### src/rtl/tlb_pkg.sv
package tlb_pkg;
  parameter int VA_W       = 32;
  parameter int PA_W       = 32;
  parameter int OFS_W      = 12;
  parameter int NUM_ENTRY  = 16;
  parameter int ENTRY_W    = 64;
  localparam int VPN_W     = VA_W - OFS_W;
  localparam int PPN_W     = PA_W - OFS_W;
  localparam int IDX_W     = $clog2(NUM_ENTRY);
  localparam int SPARE_W   = ENTRY_W - 2 - VPN_W - PPN_W;

  typedef enum logic [1:0] {
    OP_INSTALL = 2'd0,
    OP_INV_ONE = 2'd1,
    OP_INV_ALL = 2'd2,
    OP_NONE    = 2'd3
  } wrOp_e;

  typedef struct packed {
    logic               valid;
    logic               dirty;
    logic [SPARE_W-1:0] spare;
    logic [PPN_W-1:0]   ppn;
    logic [VPN_W-1:0]   vpn;
  } tlbEntry_t;

  typedef struct packed {
    logic             installEn;
    logic             invOneEn;
    logic             invAllEn;
    logic [IDX_W-1:0] index;
    logic             latchFault;
    logic             clearFault;
  } tlbStrobe_t;
endpackage

### src/rtl/tlb_datapath.sv
module tlb_datapath
  import tlb_pkg::*;
(
  input  logic             clk,
  input  logic             rstN,
  input  tlbStrobe_t       strb,
  input  logic [VPN_W-1:0] wrVpn,
  input  logic [PPN_W-1:0] wrPpn,
  input  logic             wrDirty,
  input  logic [VPN_W-1:0] lookupVpn,
  output logic             hitAny,
  output logic             hitDirty,
  output logic [PPN_W-1:0] hitPpn,
  output logic             multiMatch,
  output logic [VPN_W-1:0] faultVpn,
  output logic             faultPending
);
  tlbEntry_t            entryQ [NUM_ENTRY];
  logic [NUM_ENTRY-1:0] matchVec;
  logic [IDX_W-1:0]     selIdx;

  always_ff @(posedge clk) begin
    if (!rstN) begin
      for (int i = 0; i < NUM_ENTRY; i++) entryQ[i] <= '0;
    end else if (strb.invAllEn) begin
      for (int i = 0; i < NUM_ENTRY; i++) entryQ[i].valid <= 1'b0;
    end else if (strb.installEn) begin
      entryQ[strb.index] <= '{valid: 1'b1, dirty: wrDirty, spare: '0,
                              ppn: wrPpn, vpn: wrVpn};
    end else if (strb.invOneEn) begin
      entryQ[strb.index].valid <= 1'b0;
    end
  end

  for (genvar g = 0; g < NUM_ENTRY; g++) begin : gMatch
    assign matchVec[g] = entryQ[g].valid && (entryQ[g].vpn == lookupVpn);
  end

  always_comb begin
    selIdx = '0;
    for (int i = NUM_ENTRY - 1; i >= 0; i--) begin
      if (matchVec[i]) selIdx = IDX_W'(i);
    end
  end

  assign hitAny     = |matchVec;
  assign multiMatch = |(matchVec & (matchVec - NUM_ENTRY'(1)));
  assign hitPpn     = entryQ[selIdx].ppn;
  assign hitDirty   = entryQ[selIdx].dirty;

  always_ff @(posedge clk) begin
    if (!rstN) begin
      faultVpn     <= '0;
      faultPending <= 1'b0;
    end else if (strb.latchFault) begin
      faultVpn     <= lookupVpn;
      faultPending <= 1'b1;
    end else if (strb.clearFault) begin
      faultVpn     <= '0;
      faultPending <= 1'b0;
    end
  end
endmodule

### src/rtl/tlb_ctrl.sv
module tlb_ctrl
  import tlb_pkg::*;
(
  input  logic             clk,
  input  logic             rstN,
  input  logic             lookupValid,
  input  logic             lookupWrite,
  input  logic             hitAny,
  input  logic             hitDirty,
  input  logic             multiMatch,
  input  logic             faultRead,
  input  logic             wrValid,
  input  logic             wrSupervisor,
  input  logic [1:0]       wrOp,
  input  logic [IDX_W-1:0] wrIndex,
  output tlbStrobe_t       strb,
  output logic             hit,
  output logic             missExc,
  output logic             modifyExc,
  output logic             multiHit,
  output logic             privFault
);
  logic  wrAllowed;
  wrOp_e opDec;

  assign opDec     = wrOp_e'(wrOp);
  assign wrAllowed = wrValid && wrSupervisor;

  assign hit       = lookupValid && hitAny;
  assign missExc   = lookupValid && !hitAny;
  assign modifyExc = hit && lookupWrite && !hitDirty;
  assign multiHit  = hit && multiMatch;

  always_comb begin
    strb            = '0;
    strb.index      = wrIndex;
    strb.installEn  = wrAllowed && (opDec == OP_INSTALL);
    strb.invOneEn   = wrAllowed && (opDec == OP_INV_ONE);
    strb.invAllEn   = wrAllowed && (opDec == OP_INV_ALL);
    strb.latchFault = missExc || modifyExc;
    strb.clearFault = faultRead;
  end

  always_ff @(posedge clk) begin
    if (!rstN) privFault <= 1'b0;
    else       privFault <= wrValid && !wrSupervisor;
  end
endmodule

### src/rtl/tlb_sw_refill.sv
module tlb_sw_refill
  import tlb_pkg::*;
(
  input  logic             clk,
  input  logic             rstN,
  input  logic             lookupValid,
  input  logic [VA_W-1:0]  lookupVaddr,
  input  logic             lookupWrite,
  output logic             hit,
  output logic [PA_W-1:0]  paddr,
  output logic             missExc,
  output logic             modifyExc,
  output logic             multiHit,
  output logic [VPN_W-1:0] faultVpn,
  output logic             faultPending,
  input  logic             faultRead,
  input  logic             wrValid,
  input  logic             wrSupervisor,
  input  logic [1:0]       wrOp,
  input  logic [IDX_W-1:0] wrIndex,
  input  logic [VPN_W-1:0] wrVpn,
  input  logic [PPN_W-1:0] wrPpn,
  input  logic             wrDirty,
  output logic             privFault
);
  tlbStrobe_t       strb;
  logic             hitAny, hitDirty, multiMatch;
  logic [PPN_W-1:0] hitPpn;

  tlb_ctrl u_ctrl (
    .clk, .rstN, .lookupValid, .lookupWrite, .hitAny, .hitDirty, .multiMatch,
    .faultRead, .wrValid, .wrSupervisor, .wrOp, .wrIndex, .strb, .hit,
    .missExc, .modifyExc, .multiHit, .privFault
  );

  tlb_datapath u_dp (
    .clk, .rstN, .strb, .wrVpn, .wrPpn, .wrDirty,
    .lookupVpn(lookupVaddr[VA_W-1:OFS_W]), .hitAny, .hitDirty, .hitPpn,
    .multiMatch, .faultVpn, .faultPending
  );

  assign paddr = {hitPpn, lookupVaddr[OFS_W-1:0]};
endmodule

### config.mk
export PLATFORM = sky130hd
export DESIGN_NAME = tlb_sw_refill
export DESIGN_NICKNAME = d
export VERILOG_FILES = /design/src/rtl/tlb_pkg.sv /design/src/rtl/tlb_datapath.sv /design/src/rtl/tlb_ctrl.sv /design/src/rtl/tlb_sw_refill.sv
export SDC_FILE = /design/constraint.sdc
export NUM_CORES = 1
export LEC_CHECK = 0
export ABC_CLOCK_PERIOD_IN_PS = 8400
export BUFFER_PORTS_ARGS = -buffer_cell sky130_fd_sc_hd__buf_2
export CELL_PAD_IN_SITES_DETAIL_PLACEMENT = 2
export CELL_PAD_IN_SITES_GLOBAL_PLACEMENT = 2
export CORE_MARGIN = 2
export CORE_UTILIZATION = 48
export CTS_CLUSTER_SIZE = 10
export DETAILED_ROUTE_END_ITERATION = 6
export GPL_ROUTABILITY_DRIVEN = 0
export GPL_TIMING_DRIVEN = 0
export PLACE_DENSITY = 0.86
export SLEW_MARGIN = 20
export SYNTH_ARGS = -nofsm -noshare
export SYNTH_HDL_FRONTEND = slang
export SYNTH_SLANG_ARGS = --single-unit
export TNS_END_PERCENT = 50
### constraint.sdc
create_clock -name clk -period 8.4 [get_ports clk]
set_input_delay 1.68 -clock clk [delete_from_list [all_inputs] [get_ports clk]]
set_output_delay 1.68 -clock clk [all_outputs]
set_load 0.1 [all_outputs]
[Yosys cells after proc, flatten, opt, wreduce, memory -nomap -nowiden]
Memories as Yosys holds them, arrays and structs flattened.
Index checks and enable logic that the tools add are counted.
Cells by class
  add/sub/neg operators: 1
  equality and inequality tests: 18
  mux-type cells: 53
  bitwise gates (word level): 18
  reduce and logical (&&, ||, !) cells: 35
Operators with widths (count)
  $eq A20 B20 Y1: 16
  $mux W4: 17
  $mux W42: 1
  $reduce_or A42 Y1: 1
  $mux W20: 2
  $mux W1: 32
  $reduce_or A16 Y1: 2
  $logic_and A1 B1 Y1: 26
  $or A1 B1 Y1: 17
  $and A16 B16 Y16: 1
  $sub A16 B1 Y16 const B: 1
  $logic_not A1 Y1: 3
  $eq A2 B1 Y1 const B: 1
  $eq A2 B2 Y1 const B: 1
  $logic_not A2 Y1: 1
  $mux W2: 1
  $reduce_bool A2 Y1: 1
  $logic_or A1 B1 Y1: 1
Storage, ports and cells
  flip-flop bits (word level): 22
  memory bits (writable): 672
  input bits: 86
  output and inout bits: 58
  word-level logic and storage cells: 129
  memories: 1
Memories
  u_dp.entryQ: depth 16, width 42, read ports 17, clocked after memory_dff 0, wr ports 16, RTL line tlb_datapath.sv:18  | tlbEntry_t entryQ [NUM_ENTRY];

[Logic depth before layout (Yosys ltp)]
Gate-level depths: netlist of the first run.
An unclocked memory read counts as a cell.
  depth after elaboration: 24
  depth in mapped cells: 17
  gate-level depth less buffers: 12

[Hierarchy]
Synthesis of the first run repeated with hierarchy kept, for this count alone.
Unflattened totals
  cells, all modules: 2607
  area total of the unflattened synthesis: 33644.8 um^2
By module, submodules not included
  tlb_datapath: instances 1, cells each 2576, area each 33415.8 um^2, sequential area each 20599.8 um^2
  tlb_ctrl: instances 1, cells each 19, area each 138.9 um^2, sequential area each 20.0 um^2
  tlb_sw_refill: instances 1, cells each 12, area each 90.1 um^2, sequential area each 0.0 um^2

[Worst setup path after synthesis of the first run]
OpenSTA, ideal clock, no wires.
  path kind: input to output
  start: in lookupVaddr[19]
  end: out multiHit
  arrival time: 6.363 ns
  data required time: 6.720 ns
  slack: 0.357 ns
  stages: 12
  cell sequence: buf_2 > buf_2 > xnor2_1 > nand4_1 > nor4_1 > nand4_1 > and4_1 > clkbuf_1 > nand4_1 > nor3_1 > nor2b_1 > nor2b_1
On the way
  elaborated cells between the ends (all ways): 38
RTL lines
  start: declaration: RTL line tlb_sw_refill.sv:7  | input logic [VA_W-1:0] lookupVaddr,
  $eq A20 B20 Y1: RTL line tlb_datapath.sv:36  | assign matchVec[g] = entryQ[g].valid && (entryQ[g].vpn == lookupVpn);
  $logic_and A1 B1 Y1: RTL line tlb_datapath.sv:36
  $reduce_or A16 Y1 *: RTL line tlb_datapath.sv:46  | assign hitAny = |matchVec;
  $logic_and A1 B1 Y1 *: RTL line tlb_ctrl.sv:29  | assign hit = lookupValid && hitAny;
  net hit: RTL line tlb_sw_refill.sv:9  | output logic hit,
  $logic_and A1 B1 Y1 *: RTL line tlb_ctrl.sv:32  | assign multiHit = hit && multiMatch;
  end: declaration: RTL line tlb_sw_refill.sv:13  | output logic multiHit,
Mark *: on every way through the listed nets, which the timed path passes. The rest lies on a longest branch.

[Worst setup path after layout of the first run]
  start: in lookupVaddr[31]
  end: out paddr[27]
On the way
  longest elaborated chain between the ends: 19
  elaborated cells between the ends (all ways): 49
RTL lines
  $eq A20 B20 Y1: RTL line tlb_datapath.sv:36
  $logic_and A1 B1 Y1: RTL line tlb_datapath.sv:36
  $mux W4 (15 in a row): RTL line tlb_datapath.sv:42  | if (matchVec[i]) selIdx = IDX_W'(i);
  $mux W4 *: RTL line tlb_datapath.sv:42
  $mem_v2 Z16 W42 *
  end: declaration: RTL line tlb_sw_refill.sv:10  | output logic [PA_W-1:0] paddr,
Every way passes the cells marked *; elsewhere a longest branch is shown, timed or not.

==> results of run 1 <==
[power breakdown]
part           total (mW)  switching [mW]  internal [mW]
clock network        3.38            1.55           1.84
logic               0.879           0.631          0.247
registers            4.08           0.110           3.97
total                8.34            2.29           6.05
[placed cells by master, fill, tap and decap left out, types with 14 or more instances in the layout]
cell type,netlist,final
buf_16,0,31
xor2_1,61,61
buf_4,31,40
nand2_1,50,50
buf_2,20,117
o21ai_4,0,16
nor2_1,30,30
nand3_1,40,40
clkbuf_1,131,143
buf_6,22,22
clkbuf_16,0,84
or2_2,14,14
nor4_1,33,33
and2_1,660,660
xnor2_1,257,257
nand3b_1,21,21
mux2i_1,325,323
dfxtp_1,22,22
edfxtp_1,672,672
o21ai_0,35,19
nand4_1,115,115
[worst max-delay path, cell delays in order]
cell	delay, ps
buf_2	390
buf_6	330
xor2_1	140
nor4b_1	380
nand4_1	480
a221o_1	500
a31oi_2	350
o21ai_2	150
a21oi_1	200
buf_2	300
buf_2	470
mux2i_1	250
mux2i_1	440
mux2i_1	160
mux2i_1	210
buf_4	330
[repair_timing]
| item | in CTS | in global routing |
|---|---|---|
| hold buffers | 0 | 0 |
| endpoints found under the setup margin | 20 | 21 |
| gates resized for setup | 44 | 22 |
| pin swaps | 0 | 1 |
| endpoints found under the hold margin | 0 | 0 |
[flip-flops by register name (all words and copies together), names as in the netlist]
register           cells
u_dp.entryQ          672
u_ctrl.privFault       1
u_dp.faultPending      1
u_dp.faultVpn         20
[stage by stage]
stage / cells / area (sq um) / hold WS [ps] / total power [mW]
6_report: 3893 / 40000 / 532 / 8.34
5_1_grt: 3891 / 40000 / 543 / 8.43
4_1_cts: 3886 / 39900 / 513 / 8.28
3_5_place_dp: 3767 / 37600 / 488 / 4.95
3_3_place_gp: 3734 / 36500 / 476 / 4.84
2_1_floorplan: 2674 / 34800 / 884 / 4.57
[kinds of logic (layout without fill, tap and decap cells)]
family	count (synthesis)	after routing	share of synthesized area (%)
AND/OR/NAND/NOR	1041	1041	18.4
XOR/XNOR	319	319	8.06
AO/OA/AOI/OAI	74	74	1.48
adder cells (fa/ha/maj)	4	4	0.115
buffers and inverters	217	479	3.23
other	0	7	0
flip-flops	694	694	59.3
multiplexers	325	325	9.36
[layer usage]
metal | GRT usage, % | vias up | routed length [um]
li1 | - | 9965 | -
met3 | 9.42 | 753 | 13300
met1 | 47.3 | 13300 | 54500
met4 | 30.8 | 2 | 13300
met2 | 69.2 | 1777 | 75200
met5 | 0 | - | 16
[worst paths after layout]
path	start	end	slack (ps)
setup / recovery	lookupVaddr[31]	paddr[27]	-110
hold reg to reg	u_dp.faultVpn[6]$_SDFFE_PN0P_	u_dp.faultVpn[6]$_SDFFE_PN0P_	530
setup reg to reg	u_dp.entryQ[14][3]$_SDFFCE_PN0P_	u_dp.faultVpn[9]$_SDFFE_PN0P_	3380
hold / removal	u_dp.faultVpn[6]$_SDFFE_PN0P_	u_dp.faultVpn[6]$_SDFFE_PN0P_	530
[layout make-up]
type	count	area share (%)
antenna	7	0.0438
buffer	213	2.92
clock buffer	105	5.53
clock inverter	14	0.247
inverter	4	0.0375
multi-input combinational	1763	33.1
sequential	694	51.5
tap	950	2.97
timing repair buffer	143	3.64
==> flow_metrics.env, run 1 <==
export IMPL_path_clk_slew_ps=50
export IMPL_multiInputGateArea_sq_um=13200
export IMPL_initial_core_util_pct=48.5
export IMPL_antenna_found_initial=11
export IMPL_dieWidth_um=273
export IMPL_timing_slew_headroom_pct=12.4
export IMPL_worst_slew_pin_slew_ps=1310
export IMPL_tritoncts="done"
export IMPL_p_per_area_nw_per_um2=208
export IMPL_clock_latency_ps=670
export IMPL_fp_dieH_um=273
export IMPL_firstDrtPassIters=6
export IMPL_violations="setup timing"
export IMPL_synth_top_area_share_pct=58.1
export IMPL_period_share_pct=101
export IMPL_grt_pass1_vias=28500
export IMPL_yosysUniqueCellTypes=67
export IMPL_cts_setup_buffers=0
export IMPL_pre_cts_ws_ps=-741
export IMPL_synth_warnings=0
export IMPL_end_kind="primary output"
export IMPL_peakVddDrop_mv=0.176
export IMPL_finish_utilization_pct=55.9
export IMPL_syn_nets=2760
export IMPL_avgSynthCellArea_sq_um=13.0
export IMPL_htree_levels=3
export IMPL_yosysTopAreaCell="edfxtp_1"
export IMPL_min_path_type="reg -> reg"
export IMPL_synth_edff_count=672
export IMPL_numPortBuffers=110
export IMPL_status="finished with violations"
export IMPL_startpoint_type="input pin"
export IMPL_hold_viol=0
export IMPL_wirelength_mm=156
export IMPL_r2r_cells=13
export IMPL_core_area_sq_um=71600
export IMPL_vias=25800
export IMPL_cp_arrival_ps=6830
export IMPL_row_count=98
export IMPL_drc=0
export IMPL_ant_nets=0
export IMPL_synth_area_top_cells="edfxtp_1 (58%), and2_1 (12%), mux2i_1 (9.4%)"
export IMPL_clock_skew_ps=33.7
export IMPL_ys_flop_type="edfxtp_1"
export IMPL_hold_depth=2
export IMPL_clockBufferDepth=3
export IMPL_via_per_inst=6.62
export IMPL_num_fill_cells=6575
export IMPL_max_cap_violations=0
export IMPL_die_area_sq_um=74600
export IMPL_timing_final_crit_period_ps=8510
export IMPL_required_ps=6720
export IMPL_grt_max_degree=25
export IMPL_seq_area_frac_synth_pct=59.3
export IMPL_layout_setup_ws_ps=-106
export IMPL_criticalPathCategory="in -> out"
export IMPL_hpwl_mm=97.4
export IMPL_leakage_nw=13.6
export IMPL_drt_iter0_drc=2940
export IMPL_cts_root_buf="clkbuf_16"
export IMPL_netlist_instances=2674
export IMPL_setup_tns_ps=-106
export IMPL_grt_pass1_wl_mm=218
export IMPL_yosys_top_cells_count="edfxtp_1 (672), and2_1 (660), mux2i_1 (325)"
export IMPL_syn_to_final_growth_pct=15.1
export IMPL_drv_slew=0
export IMPL_drive_gt1_share_pct=12.7
export IMPL_seq_area_sq_um=20600
export IMPL_boundaryPins=144
export IMPL_synth_ff_latch_count=694
export IMPL_path_max_fanout=10
export IMPL_async_flop_share_pct=0
export IMPL_grt_remaining_overflow=0
export IMPL_track_usage_pct=41.7
export IMPL_clock_fmax_mhz=118
export IMPL_wl_per_cell_um=40.2
export IMPL_cts_sinks=694
export IMPL_synth_most_common_cell="edfxtp_1"
export IMPL_cts_buffers=82
export IMPL_synth_area_sq_um=34800
export IMPL_num_nets_final=2987
export IMPL_setup_viol=1
Power figures use the tool's default switching activity.
==> run 2: changes to the inputs <==
PLACE_DENSITY = default   (was 0.86)
PLACE_DENSITY_LB_ADDON = 0.1   (was default)
==> flow_metrics.env, run 2 (synthesis results as in run 1) <==
export IMPL_status="finished, final reports clean"
export IMPL_grt_remaining_overflow=0
export IMPL_top_regs="u_dp.entryQ (672), u_dp.faultVpn (20)"
export IMPL_cts_sinks=694
export IMPL_num_nets_final=2987
export IMPL_dpl_cell_area_sq_um=37600
export IMPL_drive_gt1_share_pct=12.3
export IMPL_pre_cts_ws_ps=-531
export IMPL_htree_levels=3
export IMPL_timing_rr_start="u_dp.entryQ[14][2]$_SDFFCE_PN0P_"
export IMPL_drv_slew=0
export IMPL_syn_to_final_growth_pct=15.0
export IMPL_core_area_sq_um=71600
export IMPL_clock_latency_ps=650
export IMPL_hold_depth=2
export IMPL_grt_pass1_vias=27100
export IMPL_design_power_total_mw=8.22
export IMPL_clock_skew_ps=18.5
export IMPL_regToRegEndpoint="u_dp.faultVpn[11]$_SDFFE_PN0P_"
export IMPL_hpwl_mm=93.3
export IMPL_rsz0062_at_grt="no"
export IMPL_place_inst=3766
export IMPL_die_area_sq_um=74600
export IMPL_worstHoldStart="u_dp.faultPending$_SDFFE_PN0P_"
export IMPL_path_clk_slew_ps=50
export IMPL_numPortBuffers=110
export IMPL_cts_hold_buf=0
export IMPL_peakVddDrop_mv=0.238
export IMPL_firstDrtPassIters=5
export IMPL_end_kind="primary output"
export IMPL_regToRegSetupSlack_ps=3490
export IMPL_startpoint_type="input pin"
export IMPL_hold_viol=0
export IMPL_max_cap_violations=0
export IMPL_drc=0
export IMPL_timing_final_crit_period_ps=8370
export IMPL_leakage_nw=13.6
export IMPL_initial_core_util_pct=48.5
export IMPL_wl_per_cell_um=36.2
export IMPL_clock_fmax_mhz=119
export IMPL_dieWidth_um=273
export IMPL_wirelength_mm=141
export IMPL_boundaryPins=144
export IMPL_fin_area_sq_um=40000
export IMPL_setup_viol=0
export IMPL_switching_share_pct=26.3
export IMPL_power_switching_mw=2.16
export IMPL_combPwrFrac_pct=10.2
export IMPL_drt_iter0_drc=2288
export IMPL_antenna_found_initial=8
export IMPL_p_int_mw=6.06
export IMPL_holdPathEnd="u_dp.faultPending$_SDFFE_PN0P_"
export IMPL_final_common_cell="edfxtp_1"
export IMPL_required_ps=6720
export IMPL_criticalPathCategory="in -> out"
export IMPL_layout_common_cells="edfxtp_1 (672), and2_1 (660), mux2i_1 (325)"
export IMPL_track_usage_pct=37.6
export IMPL_row_count=98
export IMPL_top_register="u_dp.entryQ"
export IMPL_timing_slew_headroom_pct=15.7
export IMPL_cts_buffers=82
export IMPL_path_max_fanout=10
export IMPL_period_share_pct=99.6
export IMPL_clockPowerShare_pct=40.4
export IMPL_tritoncts="done"
export IMPL_grt_pass1_wl_mm=198
export IMPL_worst_slew_pin_slew_ps=1260
export IMPL_cts_setup_buffers=0
export IMPL_clockBufferDepth=3
export IMPL_finalNonFillerCells=3897
export IMPL_fp_dieH_um=273
export IMPL_min_path_type="reg -> reg"
export IMPL_largest_reg_flops=672
export IMPL_layout_setup_ws_ps=30.5
export IMPL_grt_max_degree=25
export IMPL_p_per_area_nw_per_um2=206
export IMPL_ant_nets=0
export IMPL_cts_root_buf="clkbuf_16"
export IMPL_r2r_cells=13
export IMPL_vias=24300
export IMPL_cp_arrival_ps=6690
export IMPL_via_per_inst=6.24
export IMPL_power_frac_seq_pct=49.4
## run 2: changes by cell type in the layout (fill, tap and decap cells not counted), sizes merged, moves of 2 or more
cell           change
clkbuf             +7
clkinv             -3
diode              -3
clkdlybuf4s18      +2
## run 2: how the worst max path moves through the flow
stage                         start                               end  slack, ps  depth (start not counted)
floorplan           lookupVaddr[19]                          multiHit        360                         12
detailed placement  lookupVaddr[19]                         paddr[12]       -530                         15
global placement               rstN  u_dp.entryQ[3][24]$_SDFFCE_PN0P_      -1280                          6
finish              lookupVaddr[19]                         paddr[12]         30                         15
CTS                 lookupVaddr[19]                         paddr[21]          8                         15
global route        lookupVaddr[19]                         paddr[16]          2                         15
## run 2: power groups by stage
stage / combinational, mW / clock, mW / sequential, mW
2_1_floorplan: 0.431 / 0 / 4.14
3_3_place_gp: 0.706 / 0 / 4.14
3_5_place_dp: 0.811 / 0 / 4.13
4_1_cts: 0.830 / 3.32 / 4.06
5_1_grt: 0.866 / 3.43 / 4.07
6_report: 0.841 / 3.32 / 4.06
## run 2: layer usage
metal,global-route usage [%],vias to the layer above,part of all wire [%]
met1,44.7,12800,37
li1,-,9968,-
met2,65.4,1097,50
met4,21.1,4,5.7
met3,5.67,394,6.5
met5,0,-,0.015
## run 2: metrics by stage
| stage | TNS, ps | hold slack, ps | utilization (%) |
|---|---|---|---|
| global placement | -556350 | 467 | 51.0 |
| floorplan | 0 | 884 | - |
| detailed placement | -7480 | 490 | 52.4 |
| finish | 0 | 493 | 55.8 |
| CTS | 0 | 495 | 55.8 |
| global route | 0 | 521 | 55.8 |
## run 2: final cells by class
class,instances,area (sq um)
Timing Repair Buffer,143,1460
Inverter,4,15.0
Clock buffer,114,2200
Multi-Input combinational cell,1763,13200
Clock inverter,12,116
Fill cell,6636,31600
Buffer,213,1150
Sequential cell,694,20600
Antenna cell,4,10.0
Tap cell,950,1190
## run 2: what timing repair did
item,CTS,global route
pin swaps,0,1
resized for setup,29,20
setup endpoints to repair,20,19
cloned,0,0
## run 2: critical path, stage by stage
cell and delay [ps]:
buf_2 360, buf_4 440, xnor2_1 220, nand4_1 140
nor4_1 420, nand4_1 390, o21ai_1 410, a221oi_4 150
nor3_1 350, clkbuf_1 370, buf_2 440, mux2i_1 490
mux2i_1 220, mux2i_1 240, buf_4 340
